==> src/rtl/cfg_spi_pkg.sv <==
package cfg_spi_pkg;

  // Frame field widths; the pointer layout (flag on top, index below) is fixed
  localparam int BYTE_W = 8;
  localparam int ADDR_W = 7;
  localparam int PTR_W  = BYTE_W - 1;
  localparam int CNT_W  = $clog2(BYTE_W);

  // Strobes from control to datapath
  typedef struct packed {
    logic shiftBit;   // take the synchronized data bit into the shifter
    logic clearByte;  // drop any partial byte (select inactive)
    logic loadPtr;    // completed byte is the pointer byte
    logic writeByte;  // completed byte is a data byte
  } ctlStrobe_t;

  typedef enum logic [1:0] {
    ST_HDR  = 2'd0,   // collecting device address and direction bit
    ST_PTR  = 2'd1,   // collecting the pointer byte
    ST_DATA = 2'd2,   // collecting data bytes
    ST_SKIP = 2'd3    // frame rejected, wait for select to rise
  } frameState_t;

endpackage

==> src/rtl/cfg_spi_sync.sv <==
module cfg_spi_sync #(
  parameter int STAGES = 2,
  parameter int WIDTH  = 3,
  parameter logic [WIDTH-1:0] RST_VAL = '0
) (
  input  logic             clk,
  input  logic             rstN,
  input  logic [WIDTH-1:0] din,
  output logic [WIDTH-1:0] dout
);

  logic [STAGES-1:0][WIDTH-1:0] chainQ;

  generate
    if (STAGES == 1) begin : g_single
      always_ff @(posedge clk or negedge rstN) begin
        if (!rstN) chainQ[0] <= RST_VAL;
        else       chainQ[0] <= din;
      end
    end else begin : g_multi
      always_ff @(posedge clk or negedge rstN) begin
        if (!rstN) chainQ <= {STAGES{RST_VAL}};
        else       chainQ <= {chainQ[STAGES-2:0], din};
      end
    end
  endgenerate

  assign dout = chainQ[STAGES-1];

endmodule

==> src/rtl/cfg_spi_ctrl.sv <==
module cfg_spi_ctrl
  import cfg_spi_pkg::*;
#(
  parameter logic [ADDR_W-1:0] DEV_ADDR = 7'b0010000
) (
  input  logic              clk,
  input  logic              rstN,
  input  logic              csActive,
  input  logic              bitEdge,
  input  logic [BYTE_W-1:0] byteNow,
  output ctlStrobe_t        strobe
);

  localparam logic [BYTE_W-1:0] HDR_OK = {DEV_ADDR, 1'b0};
  localparam logic [CNT_W-1:0]  LAST_BIT = CNT_W'(BYTE_W - 1);

  frameState_t stateQ, stateD;
  logic [CNT_W-1:0] bitCntQ, bitCntD;
  logic takeBit, byteDone;

  assign takeBit  = csActive && bitEdge;
  assign byteDone = takeBit && (bitCntQ == LAST_BIT);

  always_comb begin
    strobe.clearByte = !csActive;
    strobe.shiftBit  = takeBit && (stateQ != ST_SKIP);
    strobe.loadPtr   = byteDone && (stateQ == ST_PTR);
    strobe.writeByte = byteDone && (stateQ == ST_DATA);
  end

  always_comb begin
    stateD  = stateQ;
    bitCntD = bitCntQ;
    if (!csActive) begin
      stateD  = ST_HDR;
      bitCntD = '0;
    end else if (takeBit) begin
      bitCntD = bitCntQ + 1'b1;
      if (byteDone) begin
        bitCntD = '0;
        unique case (stateQ)
          ST_HDR:  stateD = (byteNow == HDR_OK) ? ST_PTR : ST_SKIP;
          ST_PTR:  stateD = ST_DATA;
          ST_DATA: stateD = ST_DATA;
          ST_SKIP: stateD = ST_SKIP;
          default: stateD = ST_SKIP;
        endcase
      end
    end
  end

  always_ff @(posedge clk or negedge rstN) begin
    if (!rstN) begin
      stateQ  <= ST_HDR;
      bitCntQ <= '0;
    end else begin
      stateQ  <= stateD;
      bitCntQ <= bitCntD;
    end
  end

endmodule

==> src/rtl/cfg_spi_dpath.sv <==
module cfg_spi_dpath
  import cfg_spi_pkg::*;
#(
  parameter int NUM_REGS = 16
) (
  input  logic                             clk,
  input  logic                             rstN,
  input  logic                             sdiS,
  input  ctlStrobe_t                       strobe,
  output logic [BYTE_W-1:0]                byteNow,
  output logic [PTR_W-1:0]                 ptrIdx,
  output logic                             incFlag,
  output logic [NUM_REGS-1:0][BYTE_W-1:0]  bankQ
);

  logic [BYTE_W-2:0] shiftQ;

  // Completed byte as seen on the edge that brings in its last bit
  assign byteNow = {shiftQ, sdiS};

  always_ff @(posedge clk or negedge rstN) begin
    if (!rstN) begin
      shiftQ <= '0;
    end else if (strobe.clearByte) begin
      shiftQ <= '0;
    end else if (strobe.shiftBit) begin
      shiftQ <= byteNow[BYTE_W-2:0];
    end
  end

  always_ff @(posedge clk or negedge rstN) begin
    if (!rstN) begin
      ptrIdx  <= '0;
      incFlag <= 1'b0;
    end else if (strobe.loadPtr) begin
      incFlag <= byteNow[BYTE_W-1];
      ptrIdx  <= byteNow[PTR_W-1:0];
    end else if (strobe.writeByte && incFlag) begin
      ptrIdx  <= ptrIdx + 1'b1;
    end
  end

  // One register per implemented index; indices with no register match nothing
  generate
    for (genvar g = 0; g < NUM_REGS; g++) begin : g_reg
      localparam logic [PTR_W-1:0] MY_IDX = PTR_W'(g);
      logic [BYTE_W-1:0] regQ;
      always_ff @(posedge clk or negedge rstN) begin
        if (!rstN)
          regQ <= '0;
        else if (strobe.writeByte && (ptrIdx == MY_IDX))
          regQ <= byteNow;
      end
      assign bankQ[g] = regQ;
    end
  endgenerate

endmodule

==> src/rtl/cfg_spi_regport.sv <==
module cfg_spi_regport
  import cfg_spi_pkg::*;
#(
  parameter int NUM_REGS    = 16,
  parameter int SYNC_STAGES = 2,
  parameter logic [ADDR_W-1:0] DEV_ADDR = 7'b0010000
) (
  input  logic                       clk,
  input  logic                       rstN,
  input  logic                       csN,
  input  logic                       sclk,
  input  logic                       sdi,
  output logic [NUM_REGS*BYTE_W-1:0] regBank
);

  logic csS, sclkS, sdiS, sclkDly;
  logic csActive, bitEdge;
  logic [BYTE_W-1:0] byteNow;
  logic [PTR_W-1:0]  ptrIdx;
  logic              incFlag;
  logic [NUM_REGS-1:0][BYTE_W-1:0] bankQ;
  ctlStrobe_t strobe;

  cfg_spi_sync #(
    .STAGES (SYNC_STAGES),
    .WIDTH  (3),
    .RST_VAL(3'b100)
  ) sync_i (
    .clk (clk),
    .rstN(rstN),
    .din ({csN, sclk, sdi}),
    .dout({csS, sclkS, sdiS})
  );

  always_ff @(posedge clk or negedge rstN) begin
    if (!rstN) sclkDly <= 1'b0;
    else       sclkDly <= sclkS;
  end

  assign bitEdge  = sclkS && !sclkDly;
  assign csActive = !csS;

  cfg_spi_ctrl #(.DEV_ADDR(DEV_ADDR)) ctrl_i (
    .clk     (clk),
    .rstN    (rstN),
    .csActive(csActive),
    .bitEdge (bitEdge),
    .byteNow (byteNow),
    .strobe  (strobe)
  );

  cfg_spi_dpath #(.NUM_REGS(NUM_REGS)) dpath_i (
    .clk    (clk),
    .rstN   (rstN),
    .sdiS   (sdiS),
    .strobe (strobe),
    .byteNow(byteNow),
    .ptrIdx (ptrIdx),
    .incFlag(incFlag),
    .bankQ  (bankQ)
  );

  assign regBank = bankQ;

endmodule

==> config.mk <==
export PLATFORM = sky130hd
export DESIGN_NAME = cfg_spi_regport
export DESIGN_NICKNAME = d
export VERILOG_FILES = /design/src/rtl/cfg_spi_pkg.sv /design/src/rtl/cfg_spi_sync.sv /design/src/rtl/cfg_spi_ctrl.sv /design/src/rtl/cfg_spi_dpath.sv /design/src/rtl/cfg_spi_regport.sv
export SDC_FILE = /design/constraint.sdc
export NUM_CORES = 1
export LEC_CHECK = 0
export BUFFER_PORTS_ARGS = -buffer_cell sky130_fd_sc_hd__buf_2
export CORE_ASPECT_RATIO = 1.75
export CORE_MARGIN = 2
export CORE_UTILIZATION = 58
export CTS_CLUSTER_DIAMETER = 100
export DETAILED_ROUTE_END_ITERATION = 6
export PLACE_DENSITY = 0.82
export SYNTH_ARGS = -nofsm -noshare
export SYNTH_HDL_FRONTEND = slang
export SYNTH_SLANG_ARGS = --single-unit
==> constraint.sdc <==
create_clock -name clk -period 3.68 [get_ports clk]
set_input_delay 0.368 -clock clk [delete_from_list [all_inputs] [get_ports clk]]
set_output_delay 0.368 -clock clk [all_outputs]
set_load 0.05 [all_outputs]
== Yosys cells after proc, flatten, opt, wreduce, memory -nomap -nowiden ==
Cells that the tools add are included.

* Muxes and demuxes: 12
* Reductions and logical operators: 33
* Eq/ne operators: 21
* Add/subtract/negate cells: 2

{| class="wikitable"
|+ Operators by type and width
! cell !! number
|-
| 7-bit by 4-bit == test with 1-bit output, second input constant || 8
|-
| 7-bit by 3-bit == test with 1-bit output, second input constant || 4
|-
| 7-bit two-way mux || 4
|-
| 1-bit logical AND || 23
|-
| 7-bit by 2-bit == test with 1-bit output, second input constant || 2
|-
| 3-bit two-way mux || 3
|-
| 8-bit by 6-bit == test with 1-bit output, second input constant || 1
|-
| 2-bit two-way mux || 4
|-
| 2-bit nonzero test || 4
|-
| 7-bit by 1-bit adder with 7-bit output, second input constant || 1
|-
| 7-bit by 1-bit == test with 1-bit output, second input constant || 1
|-
| 7-bit logical NOT || 1
|-
| 2-bit case mux with 3 select lines || 1
|-
| 2-bit == test, second input constant || 2
|-
| 3-bit by 1-bit adder with 3-bit output, second input constant || 1
|-
| 3-bit == test, second input constant || 1
|-
| 2-bit by 1-bit == test with 1-bit output, second input constant || 1
|-
| 1-bit logical NOT || 2
|-
| 2-bit logical NOT || 1
|-
| 2-bit inequality test, second input constant || 1
|-
| 2-bit AND reduction || 1
|-
| 2-bit OR reduction || 1
|}

* Input port bits: 5
* Output and inout port bits: 128
* Flip-flop bits (word level): 155

== Logic depth before layout (Yosys ltp) ==
Gate-level depths: netlist (run 1).

* Word-level depth: 8
* Gate-level depth with buffers: 7

== By module ==
From an unflattened synthesis (run 1), not the netlist that was laid out.

* Cell total of the unflattened synthesis: 420
* Area total of the unflattened synthesis: 6411.1 um2

{| class="wikitable"
|+ By module, submodules not included
! module !! area an instance (um2) !! times used !! cells an instance
|-
| cfg_spi_dpath || 5846.9 || 1 || 372
|-
| cfg_spi_ctrl || 346.6 || 1 || 36
|-
| cfg_spi_sync || 175.2 || 1 || 9
|-
| cfg_spi_regport || 42.5 || 1 || 3
|}

== Worst setup path after synthesis (run 1) ==
No wires, ideal clock.

* Kind: reg2reg
* Start: register ctrl_i.bitCntQ[0]
* End: register dpath_i.g_reg[10].regQ[0]
* Required time: 3555 ps
* Path slack: 1800 ps
* Cell stages (with the launch flop): 7
* Data arrival time: 1756 ps
* Library setup time: 125 ps
* Path buffers: 0
* Cells stage by stage: dfrtp_1 ha_1 ha_1 and3b_2 nand3_2 nor2_2 mux2_2

* Word-level cells in the longest chain between the ends: 4

{| class="wikitable"
|+ Ends and longest elaborated chain
! element !! line !! source
|-
| from (decl) || cfg_spi_ctrl.sv:18 || <nowiki>logic [CNT_W-1:0] bitCntQ, bitCntD;</nowiki>
|-
| from (signal assigned) || cfg_spi_ctrl.sv:58 || <nowiki>bitCntQ <= bitCntD;</nowiki>
|-
| 3-bit == test || cfg_spi_ctrl.sv:22 || <nowiki>assign byteDone = takeBit && (bitCntQ == LAST_BIT);</nowiki>
|-
| 1-bit logical AND || cfg_spi_ctrl.sv:22 ||
|-
| 1-bit logical AND || cfg_spi_ctrl.sv:28 || <nowiki>strobe.writeByte = byteDone && (stateQ == ST_DATA);</nowiki>
|-
| 1-bit logical AND || cfg_spi_dpath.sv:51 || <nowiki>else if (strobe.writeByte && (ptrIdx == MY_IDX))</nowiki>
|-
| to (signal assigned) || cfg_spi_dpath.sv:52 || <nowiki>regQ <= byteNow;</nowiki>
|-
| to (decl) || cfg_spi_dpath.sv:47 || <nowiki>logic [BYTE_W-1:0] regQ;</nowiki>
|}

Every way passes these cells.
A chain may end at the register's enable or synchronous reset.

== Final worst setup path (run 1) ==
* Start: register ctrl_i.bitCntQ[0]
* End: register dpath_i.g_reg[0].regQ[6]

* Word-level cells in the longest chain between the ends: 4

{| class="wikitable"
|+ Ends and longest elaborated chain
! element !! line
|-
| 3-bit == test || cfg_spi_ctrl.sv:22
|-
| 1-bit logical AND || cfg_spi_ctrl.sv:22
|-
| 1-bit logical AND || cfg_spi_ctrl.sv:28
|-
| 1-bit logical AND || cfg_spi_dpath.sv:51
|-
| to (signal assigned) || cfg_spi_dpath.sv:52
|-
| to (decl) || cfg_spi_dpath.sv:47
|}

Every way passes these cells.

==> out/results.tsv, run 1 <==
stage	metric	value	unit
status	status	finished, final reports clean	
place	gpl congestion	0.819	
synthesis	top_reg_cell synth	dfrtp_1	
die	Initial Util	59.1	%
synthesis	#FFs+latches synth	155	
worst_setup_path	CP required	3.98	ns
global_routing	All-Layer GR Usage	25.4	%
global_routing	Overflow after GRT	0	
hold_path	Hold Path Sink	sync_i.chainQ[2]$_DFF_PN1_	
place	port bufs	132	
clock_tree	setup bufs post-CTS	0	
worst_setup_path	R2R Path Start	ctrl_i.bitCntQ[0]$_DFFE_PN0P_	
detailed_routing	Detail Route met2 WL	7.24	mm
timing	Final Hold Viols	0	
worst_setup_path	r2r setup slk	1.46	ns
detailed_routing	first-pass iteration count of the detailed router	4	
synthesis	share of the synthesized area in the top cell type	61.3	%
die	# IOs	133	
clock_tree	Root Buffer	clkbuf_16	
die	Die Span Y	141	µm
worst_setup_path	CP max FO	8	
synthesis	number of synthesized flops with an enable pin	0	
place	DP Worst Slack	1.46	ns
synthesis	Distinct cells, synth	34	
worst_setup_path	reg2reg end	dpath_i.g_reg[0].regQ[6]$_DFFE_PN0P_	
detailed_routing	final WL	13.7	mm
synthesis	Avg Cell Area, Syn	14.8	µm²
detailed_routing	M1 WL	5.34	mm
finish	layout cells sized above 1	54.9	%
clock_tree	CTS max path bufs	2	
hold_path	Hold WC Path Type	in -> reg	
synthesis	syn_nets	438	
detailed_routing	DR WL met3	719	µm
synthesis	asr flop ratio synth	100	%
detailed_routing	Top Layer Used	met4	
place	hpwl dp	9.26	mm
timing	Setup WS post-layout	1.46	ns
die	Chip Width	82.5	µm
synthesis	Yosys warnings	0	
worst_setup_path	largest stage delay on the critical path	0.50	ns
die	Die Footprint	0.0117	mm²
detailed_routing	per-cell routed wire length	19.7	µm
clock_tree	clk sinks	155	
detailed_routing	Antenna Nets Post-Route	0	
synthesis	Synth Instances	423	
worst_setup_path	crit end category	flop	
hold_path	hold depth	1	
worst_setup_path	CP delay by family, top	simple AND/OR/NAND/NOR gates	
timing	RSZ-0062 raised after global routing	false	
detailed_routing	initial DRC count	184	
flow_run	max-cap violations	0	
synthesis	post-synth top area cell	dfrtp_1	
worst_setup_path	Arrival @ worst endpoint	2.52	ns
timing	Worst Skew	0.0116	ns
timing	hold_ws	0.0469	ns
global_routing	largest net degree at the start of global routing	86	
detailed_routing	# DRC	0	
clock_tree	CTS Buf Count	17	
timing	Tcrit/Tclk final	60.3	%
worst_setup_path	CP Launch Type	flop	
detailed_routing	Via density	5.59	
worst_setup_path	Reg2Reg Depth	6	
finish	Finished Layout Cells	698	
clock_tree	H-tree levels	4	
finish	# diodes	0	
hold_path	Hold Crit Start	csN	
finish	Area growth syn-to-layout	21.3	%
die	core area	0.0106	mm²
place	placed cell count	665	
timing	final setup vio count	0	
synthesis	area of the mapped netlist	0.00625	mm²
die	# rows	50	
worst_setup_path	slowest CP cell	or2_1	
timing	Max Fclk	450	MHz
synthesis	post-synthesis sequential area ratio	62.1	%
finish	# nets final	570	
timing	worst-margin pin slew	1.15	ns
worst_setup_path	CP Cell Sequence	ha_1 > ha_1 > and4bb_1 > nand3_1 > or2_1 > mux2_4	
worst_setup_path	worst path bufs/invs	0	
pwr	VDD IR-drop max	0.453	mV
synthesis	Area contributors post-synth	dfrtp_1 (61%), mux2_2 (20%), mux2_4 (3.8%), ha_1 (2.0%), nor2_2 (1.3%)	
timing	min cycle time layout	2.22	ns
detailed_routing	DR vias	3899	
synthesis	commonest cells in the netlist	dfrtp_1 (153), mux2_2 (110), clkbuf_1 (17), mux2_4 (16), nor2_1 (15)	
worst_setup_path	WS Path Type	reg -> reg	
clock_tree	Skew-Pair Late Insertion Delay	0.42	ns
timing	Slew HR	22.6	%
timing	setup TNS	0	ns
synthesis	most frequent cell after synthesis	dfrtp_1	
pwr	power per cell area	454	mW/mm²
clock_tree	clock slew at reported path FFs	0.06	ns
global_routing	vias in the first global route	4285	
global_routing	first-pass GRT wire length	22.0	mm
timing	fin. max-slew vios	0	
worst_setup_path	CP dominant cell by count	ha_1	
pwr	leakage	4.16	nW
global_routing	initial antenna violation count	0	
clock_tree	CTS tree	done	
area by class of cell:
cell class / instances / area [µm²]
Multi-Input combinational cell: 242 / 2250
Clock inverter: 14 / 134
Inverter: 5 / 18.8
Clock buffer: 18 / 439
Fill cell: 692 / 2990
Sequential cell: 155 / 3880
Timing Repair Buffer: 134 / 697
Tap cell: 130 / 163
sequential cells by signal, summed over array words and instances, names as in the netlist:
name and count:
dpath_i.shiftQ 7, dpath_i.ptrIdx 7, dpath_i.incFlag 1, ctrl_i.bitCntQ 3, ctrl_i.stateQ 2, dpath_i.g.regQ 128, sclkDly 1, sync_i.dout 3
sync_i.chainQ 3
report_power, final:
group          total, mW  switching (mW)  leakage (nW)  internal (mW)
combinational     0.0457          0.0359          1.74        0.00978
clock               1.67           0.712         0.278          0.960
sequential          1.73          0.0162          2.15           1.71
total               3.44           0.764          4.16           2.68
per-layer routing:
| metal | global-route usage, % | up-vias |
|---|---|---|
| met2 | 41.7 | 147 |
| met1 | 31.1 | 1987 |
| li1 | - | 1733 |
| met5 | 0 | - |
| met3 | 6.55 | 32 |
| met4 | 11.3 | 0 |
how the worst max path moves through the flow:
stage / from / cells past startpoint / end / slack [ns]
CTS: ctrl_i.bitCntQ[0]$_DFFE_PN0P_ / 6 / dpath_i.g_reg[0].regQ[4]$_DFFE_PN0P_ / 1.44
detailed placement: ctrl_i.bitCntQ[0]$_DFFE_PN0P_ / 6 / dpath_i.g_reg[0].regQ[4]$_DFFE_PN0P_ / 1.46
finish: ctrl_i.bitCntQ[0]$_DFFE_PN0P_ / 6 / dpath_i.g_reg[0].regQ[6]$_DFFE_PN0P_ / 1.46
global placement: ctrl_i.bitCntQ[0]$_DFFE_PN0P_ / 6 / dpath_i.g_reg[4].regQ[0]$_DFFE_PN0P_ / 1.55
global route: ctrl_i.bitCntQ[0]$_DFFE_PN0P_ / 6 / dpath_i.g_reg[2].regQ[2]$_DFFE_PN0P_ / 1.33
floorplan: ctrl_i.bitCntQ[0]$_DFFE_PN0P_ / 6 / dpath_i.g_reg[10].regQ[0]$_DFFE_PN0P_ / 1.80
cells by family after synthesis:
family,after synthesis,share of synthesized area [%]
xor+xnor,6,0.841
simple gates,77,7.05
buf+inv,26,1.92
compound gates,18,1.54
fa+ha+maj,10,2.00
flops,155,62.1
mux,131,24.5
per-stage QoR:
stage / utilization (%) / power, mW / instance area, µm²
4_1_cts: 71.7 / 3.47 / 7580
2_1_floorplan: - / 1.76 / 6250
5_1_grt: 71.7 / 3.54 / 7580
6_report: 71.7 / 3.44 / 7580
3_5_place_dp: 66.2 / 1.81 / 7000
3_3_place_gp: 66.2 / 1.80 / 7000
what timing repair did:
item / in CTS / in global routing
hold buffers: 1 / 0
gates resized for setup: 0 / 0
endpoints found under the hold margin: 68 / 0
cells in the final DEF, fill, tap and decap left out, drive strengths merged:
cell and count:
or4b 1, a21oi 9, dfrtp 153, nor4 3, dfstp 2, or2 2, a211oi 1, and3b 1
nand2 12, and4bb 1, nor2 29, clkinvlp 2, a221oi 1, mux2i 2, nand4b 1, xnor2 6
buf 133, nand3 8, clkbuf 18, ha 10, o21ai 7, inv 10, nor3 5, bufinv 1
clkinv 6, nor3b 2, nand3b 2, mux2 129, nor2b 1, nand2b 8, and2b 1, dlygate4sd3 1
Power figures use the tool's default switching activity.
==> run 2, diff against run 1 <==
Settings changed: CORE_UTILIZATION 58 to 54, PLACE_DENSITY 0.82 to 0.77.
Clock period 3.68 ns to 2.1 ns, I/O delays scaled along.
==> run 2 against run 1 <==
  * Global-route usage shrank 1.8 points
  * Fmax is 9.6% higher
  * Highest routed layer unchanged
  * Critical endpoint is now dpath_i.g_reg[1].regQ[0]$_DFFE_PN0P_
  * Critical path type unchanged
  * Sequential share of layout area shrank 2.1 points
  * Sequential power is 75% higher
  * Cell count rose by 4.2%
  * Total power grew 73%
  * Routed wire length grew 2.1%
  * Worst hold slack gained 0.27 ns
  * Critical path depth is 1 higher
  * Largest cell class unchanged
==> out/results.tsv, run 2 (same netlist as run 1, synthesis figures left out) <==
stage	metric	value	unit	change
detailed_routing	first-pass iteration count of the detailed router	5		+1
timing	Final Hold Viols	0		unchanged
pwr	VDD IR-drop max	0.705	mV	+56%
worst_setup_path	Arrival @ worst endpoint	2.32	ns	-0.20 ns
timing	Worst Skew	0.0115	ns	-0.0000834 ns
detailed_routing	Via density	5.48		-1.9%
die	Chip Width	85.3	µm	+3.5%
die	# rows	52		+4.0%
timing	hold_ws	0.313	ns	+0.266 ns
finish	Largest regs	dpath_i.g.regQ (128), dpath_i.ptrIdx (7), dpath_i.shiftQ (7)		
pwr	leakage	4.28	nW	+2.9%
clock_tree	clk sinks	155		unchanged
worst_setup_path	CP delay by family, top	simple AND/OR/NAND/NOR gates		
worst_setup_path	Reg2Reg Depth	7		+1
global_routing	vias in the first global route	4216		-1.6%
finish	layout cells sized above 1	56.4	%	+1.5 points
clock_tree	CTS Buf Count	17		unchanged
clock_tree	Skew-Pair Late Insertion Delay	0.42	ns	about the same
clock_tree	H-tree levels	4		unchanged
finish	commonest non-fill, non-tap cell in the layout	dfrtp_1		
pwr	Cell Int Power	4.67	mW	+74%
detailed_routing	per-cell routed wire length	19.3	µm	-2.0%
clock_tree	clock slew at reported path FFs	0.06	ns	about the same
global_routing	All-Layer GR Usage	23.7	%	-1.8 points
worst_setup_path	reg2reg end	dpath_i.g_reg[1].regQ[0]$_DFFE_PN0P_		
worst_setup_path	CP Launch Type	flop		
timing	worst-margin pin slew	0.839	ns	-0.314 ns
worst_setup_path	CP Cell Sequence	ha_1 > ha_2 > and3b_2 > nand3_4 > nor2_2 > buf_12 > mux2_2		
detailed_routing	DR vias	3985		+2.2%
pwr	power per cell area	755	mW/mm²	+66%
global_routing	initial antenna violation count	0		unchanged
global_routing	Overflow after GRT	0		unchanged
timing	Max Fclk	494	MHz	+9.6%
finish	# diodes	0		unchanged
die	core area	0.0115	mm²	+8.3%
die	# IOs	133		unchanged
finish	Largest register FFs	128		unchanged
global_routing	first-pass GRT wire length	22.5	mm	+2.1%
clock_tree	CTS max path bufs	2		unchanged
timing	setup TNS	0	ns	unchanged
worst_setup_path	largest stage delay on the critical path	0.38	ns	-0.12 ns
worst_setup_path	CP max FO	8		unchanged
flow_run	max-cap violations	0		unchanged
worst_setup_path	R2R Path Start	ctrl_i.bitCntQ[0]$_DFFE_PN0P_		
die	Die Footprint	0.0125	mm²	+7.1%
worst_setup_path	worst path bufs/invs	1		+1
status	status	finished, final reports clean		
place	DP Worst Slack	-0.0523	ns	-1.51 ns
pwr	combinational group share of total power	1.7	%	+0.4 points
timing	Setup WS post-layout	0.0743	ns	-1.38 ns
detailed_routing	# DRC	0		unchanged
detailed_routing	final WL	14.0	mm	+2.1%
detailed_routing	Antenna Nets Post-Route	0		unchanged
worst_setup_path	slowest CP cell	dfrtp_1		
timing	min cycle time layout	2.03	ns	-0.195 ns
timing	fin. max-slew vios	0		unchanged
place	hpwl dp	9.45	mm	+2.0%
finish	# nets final	594		+4.2%
place	placed cell count	691		+3.9%
clock_tree	CTS tree	done		
timing	RSZ-0062 raised after global routing	true		
finish	Finished Layout Cells	727		+4.2%
timing	Slew HR	44.1	%	+21 points
clock_tree	Root Buffer	clkbuf_16		
worst_setup_path	crit end category	flop		
hold_path	Hold WC Path Type	in -> async		
worst_setup_path	WS Path Type	reg -> reg		
pwr	Net Sw Frac	21.9	%	-0.31 points
pwr	Clk network pwr share	47.8	%	-0.7 points
finish	Final Core Density	69.0	%	-2.7 points
finish	Area growth syn-to-layout	26.5	%	
timing	final setup vio count	0		unchanged
worst_setup_path	CP required	2.40	ns	-1.58 ns
finish	Final Cell Area	0.00791	mm²	+4.3%
global_routing	largest net degree at the start of global routing	57		-34%
die	Initial Util	54.6	%	-4.5 points
die	Die Span Y	146	µm	+3.5%
finish	commonest non-fill, non-tap cells in the layout	dfrtp_1 (153), buf_2 (131), mux2_2 (110), clkbuf_16 (17), mux2_4 (16)		
detailed_routing	initial DRC count	191		+3.8%
place	port bufs	132		unchanged
worst_setup_path	r2r setup slk	0.07	ns	-1.38 ns
place	gpl congestion	0.834		+1.9%
pwr	Sequential Power Share	50.5	%	+0.4 points
finish	Top reg by flops	dpath_i.g.regQ		
pwr	sw power	1.31	mW	+71%
timing	Tcrit/Tclk final	96.5	%	+36 points
pwr	Pwr Total	5.97	mW	+73%
place	area of placed instances	0.00726	mm²	+3.8%
[run 2: changes by cell type in the layout (fill, tap and decap cells not counted), sizes merged]
cell and change:
inv -2, buf +21, clkinvlp +4, dlygate4sd3 +3
clkbuf +2, clkinv -4
[run 2: power by group through the flow]
stage	clock network (mW)	registers [mW]	logic (mW)
floorplan	0	3.06	0.0255
global placement	0	3.07	0.0987
detailed placement	0	3.07	0.103
CTS	2.90	3.02	0.108
global route	3.04	3.02	0.121
finish	2.85	3.02	0.103
[run 2: worst max-delay path by stage]
stage,from,end,slack [ns],depth (start not counted)
after floorplan,ctrl_i.bitCntQ[0]$_DFFE_PN0P_,dpath_i.g_reg[10].regQ[0]$_DFFE_PN0P_,0.22,6
after global placement,ctrl_i.bitCntQ[0]$_DFFE_PN0P_,dpath_i.g_reg[4].regQ[1]$_DFFE_PN0P_,0.05,6
after detailed placement,ctrl_i.bitCntQ[0]$_DFFE_PN0P_,dpath_i.g_reg[4].regQ[1]$_DFFE_PN0P_,-0.05,6
after CTS,ctrl_i.bitCntQ[0]$_DFFE_PN0P_,dpath_i.g_reg[10].regQ[4]$_DFFE_PN0P_,0.03,7
after global routing,ctrl_i.bitCntQ[0]$_DFFE_PN0P_,dpath_i.g_reg[9].regQ[4]$_DFFE_PN0P_,-0.02,7
final,ctrl_i.bitCntQ[0]$_DFFE_PN0P_,dpath_i.g_reg[1].regQ[0]$_DFFE_PN0P_,0.07,7
[run 2: repair_timing]
action | in CTS | in global routing
gates resized for setup | 3 | 8
hold buffers | 4 | 0
hold endpoints to repair | 53 | 0
setup buffers | 0 | 0
setup endpoints to repair | 17 | 105
pin swaps | 0 | 1
[run 2: final cells by class]
class                           count  area (µm²)
Clock buffer                       20         437
Timing Repair Buffer              158         992
Fill cell                         789        3550
Multi-Input combinational cell    242        2290
Tap cell                          135         169
Clock inverter                     12         115
Sequential cell                   155        3880
Inverter                            5        18.8
[run 2: layer usage]
metal | track usage (%) | vias to the layer above | wire length (µm)
met3 | 6.50 | 19 | 864
met5 | 0 | - | 0
li1 | - | 1778 | -
met4 | 9.52 | 0 | 284
met1 | 28.5 | 2046 | 5350
met2 | 39.8 | 142 | 7510
[run 2: worst reg2reg max path: stages (launching register included)]
cell and delay, ns:
dfrtp_1 0.38, ha_1 0.18, ha_2 0.21, and3b_2 0.31, nand3_4 0.15, nor2_2 0.19
buf_12 0.15, mux2_2 0.34
==> run 3, diff against run 2 <==
Settings changed: BUFFER_PORTS_ARGS -buffer_cell sky130_fd_sc_hd__buf_2 to default, CORE_UTILIZATION 54 to 63, DONT_BUFFER_PORTS from default to 1.
==> run 3 against run 2 <==
  * The run now ends with negative hold slack left
  * Critical path type unchanged
  * Non-clock buffer count fell by 134
  * Critical path depth did not move
  * Highest routed layer unchanged
  * Largest cell class unchanged
  * Clock-buffer cell count fell by 2
==> out/results.tsv, run 3 (same netlist as run 1, synthesis figures left out) <==
stage	metric	value	unit	change
status	status	finished with violations		
status	failing checks	negative hold slack		
detailed_routing	final WL	13.2	mm	-5.5%
global_routing	first-pass GRT wire length	20.8	mm	-7.4%
timing	worst-margin pin slew	0.861	ns	+0.0222 ns
die	Initial Util	63.8	%	+9.3 points
global_routing	All-Layer GR Usage	26.0	%	+2.4 points
worst_setup_path	largest stage delay on the critical path	0.41	ns	+0.03 ns
timing	Slew HR	42.6	%	-1.5 points
worst_setup_path	crit end category	flop		
finish	# nets final	460		-23%
worst_setup_path	Critical Path Source	ctrl_i.stateQ[0]$_DFFE_PN0P_		
die	# rows	48		-7.7%
global_routing	Overflow after GRT	0		unchanged
timing	Max Fclk	497	MHz	+0.66%
detailed_routing	per-cell routed wire length	22.7	µm	+18%
die	Die Span Y	136	µm	-7.2%
global_routing	largest net degree at the start of global routing	156		+170%
die	core area	0.00979	mm²	-15%
place	hpwl dp	8.60	mm	-9.0%
global_routing	vias in the first global route	3805		-9.7%
die	Die Footprint	0.0108	mm²	-14%
finish	Area growth syn-to-layout	15.3	%	
detailed_routing	initial DRC count	193		+1.0%
clock_tree	CTS max path bufs	2		unchanged
finish	commonest non-fill, non-tap cells in the layout	dfrtp_1 (153), mux2_2 (110), clkbuf_16 (17), mux2_4 (16), nor2_1 (15)		
clock_tree	clock slew at reported path FFs	0.06	ns	about the same
global_routing	initial antenna violation count	0		unchanged
die	Chip Width	79.3	µm	-7.1%
timing	final setup vio count	0		unchanged
clock_tree	Root Buffer	clkbuf_16		
pwr	Clk network pwr share	49.1	%	+1.3 points
detailed_routing	Via density	5.95		+8.6%
finish	Final Core Density	73.6	%	+4.5 points
place	port bufs	0		-100%
worst_setup_path	CP Cell Sequence	inv_1 > ha_1 > and2b_1 > nand3_4 > nor2_2 > buf_6 > mux2_2		
finish	layout cells sized above 1	44.5	%	-12 points
timing	hold_ws	-0.514	ns	-0.827 ns
finish	Largest register FFs	128		unchanged
detailed_routing	# DRC	0		unchanged
pwr	Cell Int Power	4.70	mW	+0.77%
hold_path	Hold WC Path Type	in -> async		
clock_tree	clk sinks	155		unchanged
clock_tree	CTS Buf Count	17		unchanged
clock_tree	Skew-Pair Late Insertion Delay	0.42	ns	about the same
clock_tree	CTS Hold Bufs	3		-1
worst_setup_path	CP required	2.40	ns	about the same
timing	Worst Skew	0.00796	ns	-0.00353 ns
clock_tree	CTS tree	done		
finish	Largest regs	dpath_i.g.regQ (128), dpath_i.ptrIdx (7), dpath_i.shiftQ (7)		
pwr	Net Sw Frac	21.5	%	-0.33 points
flow_run	max-cap violations	0		unchanged
pwr	VDD IR-drop max	0.651	mV	-7.7%
worst_setup_path	Critical Path Sink	dpath_i.g_reg[1].regQ[5]$_DFFE_PN0P_		
finish	Finished Layout Cells	583		-20%
worst_setup_path	reg2reg end	dpath_i.g_reg[1].regQ[5]$_DFFE_PN0P_		
worst_setup_path	Reg2Reg Depth	7		unchanged
finish	Top reg by flops	dpath_i.g.regQ		
finish	commonest non-fill, non-tap cell in the layout	dfrtp_1		
timing	min cycle time layout	2.01	ns	-0.0132 ns
detailed_routing	Antenna Nets Post-Route	0		unchanged
worst_setup_path	R2R Path Start	ctrl_i.stateQ[0]$_DFFE_PN0P_		
detailed_routing	first-pass iteration count of the detailed router	4		-1
timing	fin. max-slew vios	0		unchanged
timing	Tcrit/Tclk final	95.8	%	-0.63 points
place	gpl congestion	0.880		+5.6%
pwr	Sequential Power Share	50.4	%	about the same
worst_setup_path	WS Path Type	reg -> reg		
detailed_routing	DR vias	3470		-13%
finish	# diodes	0		unchanged
worst_setup_path	slowest CP cell	dfrtp_1		
pwr	power per cell area	832	mW/mm²	+10%
pwr	sw power	1.29	mW	-1.1%
worst_setup_path	CP max FO	8		unchanged
worst_setup_path	CP Launch Type	flop		
timing	Final Hold Viols	155		+155
worst_setup_path	Arrival @ worst endpoint	2.31	ns	about the same
place	placed cell count	547		-21%
clock_tree	H-tree levels	4		unchanged
worst_setup_path	r2r setup slk	0.09	ns	about the same
pwr	combinational group share of total power	0.5	%	-1.2 points
pwr	leakage	3.54	nW	-17%
die	# IOs	133		unchanged
## run 3: repair_timing
action | 4_1_cts | 5_1_grt
buffers inserted | 0 | 1
pin swaps | 0 | 1
endpoints found under the setup margin | 20 | 121
gates cloned | 0 | 0
resized for setup | 3 | 10
hold endpoints to repair | 158 | 155
## run 3: area by class of cell
cell class              count  area [µm²]
repair buffers             24         270
clock buffers              18         439
fillers                   618        2590
flip-flops and latches    155        3880
clock inverters            14         136
well taps                 125         156
multi-input cells         242        2300
inverters                   5        18.8
## run 3: worst max-delay path: cells and delay by family, from the launching register on
| kind | cells | cell delay (ns) |
|---|---|---|
| and+or+nand+nor | 3 | 0.66 |
| DFF | 1 | 0.41 |
| buffers and inverters | 2 | 0.26 |
| adders and majority gates | 1 | 0.22 |
| muxes | 1 | 0.35 |
## run 3: worst min path at each step
stage | slack [ns] | depth (start not counted) | endpoint | startpoint
global placement | -0.08 | 0 | dpath_i.g_reg[0].regQ[0]$_DFFE_PN0P_ | rstN
floorplan | -0.09 | 0 | ctrl_i.bitCntQ[0]$_DFFE_PN0P_ | rstN
detailed placement | -0.08 | 0 | dpath_i.g_reg[0].regQ[3]$_DFFE_PN0P_ | rstN
CTS | -0.52 | 0 | dpath_i.g_reg[10].regQ[5]$_DFFE_PN0P_ | rstN
finish | -0.51 | 0 | dpath_i.g_reg[0].regQ[3]$_DFFE_PN0P_ | rstN
global route | -0.52 | 0 | dpath_i.g_reg[0].regQ[3]$_DFFE_PN0P_ | rstN
## run 3: per-layer routing
layer | vias to the layer above | part of all wire [%] | track usage (%)
met5 | - | 0 | 0
met4 | 0 | 1.7 | 9.10
met3 | 21 | 6.2 | 7.87
met2 | 118 | 54 | 45.3
met1 | 1823 | 38 | 30.3
li1 | 1508 | - | -
## run 3: power groups by stage
stage	Clock, mW	Combinational (mW)	Sequential, mW
after floorplan	0	0.0255	3.06
after global placement	0	0.0240	3.07
after detailed placement	0	0.0259	3.08
after CTS	2.99	0.0305	3.02
after global routing	3.11	0.0349	3.02
final	2.94	0.0317	3.02
## run 3: stage by stage
| step | setup WS, ns | total power [mW] | TNS [ns] | cell area, µm² | hold WS, ns |
|---|---|---|---|---|---|
| 2_1_floorplan | 0.220 | 3.08 | 0 | 6250 | -0.0856 |
| 3_3_place_gp | 0.0790 | 3.10 | 0 | 6530 | -0.0824 |
| 3_5_place_dp | -0.0362 | 3.10 | -0.307 | 6530 | -0.0825 |
| 4_1_cts | -0.00767 | 6.04 | -0.00786 | 7140 | -0.523 |
| 5_1_grt | -0.00555 | 6.17 | -0.00555 | 7200 | -0.525 |
| 6_report | 0.0875 | 5.99 | 0 | 7200 | -0.514 |
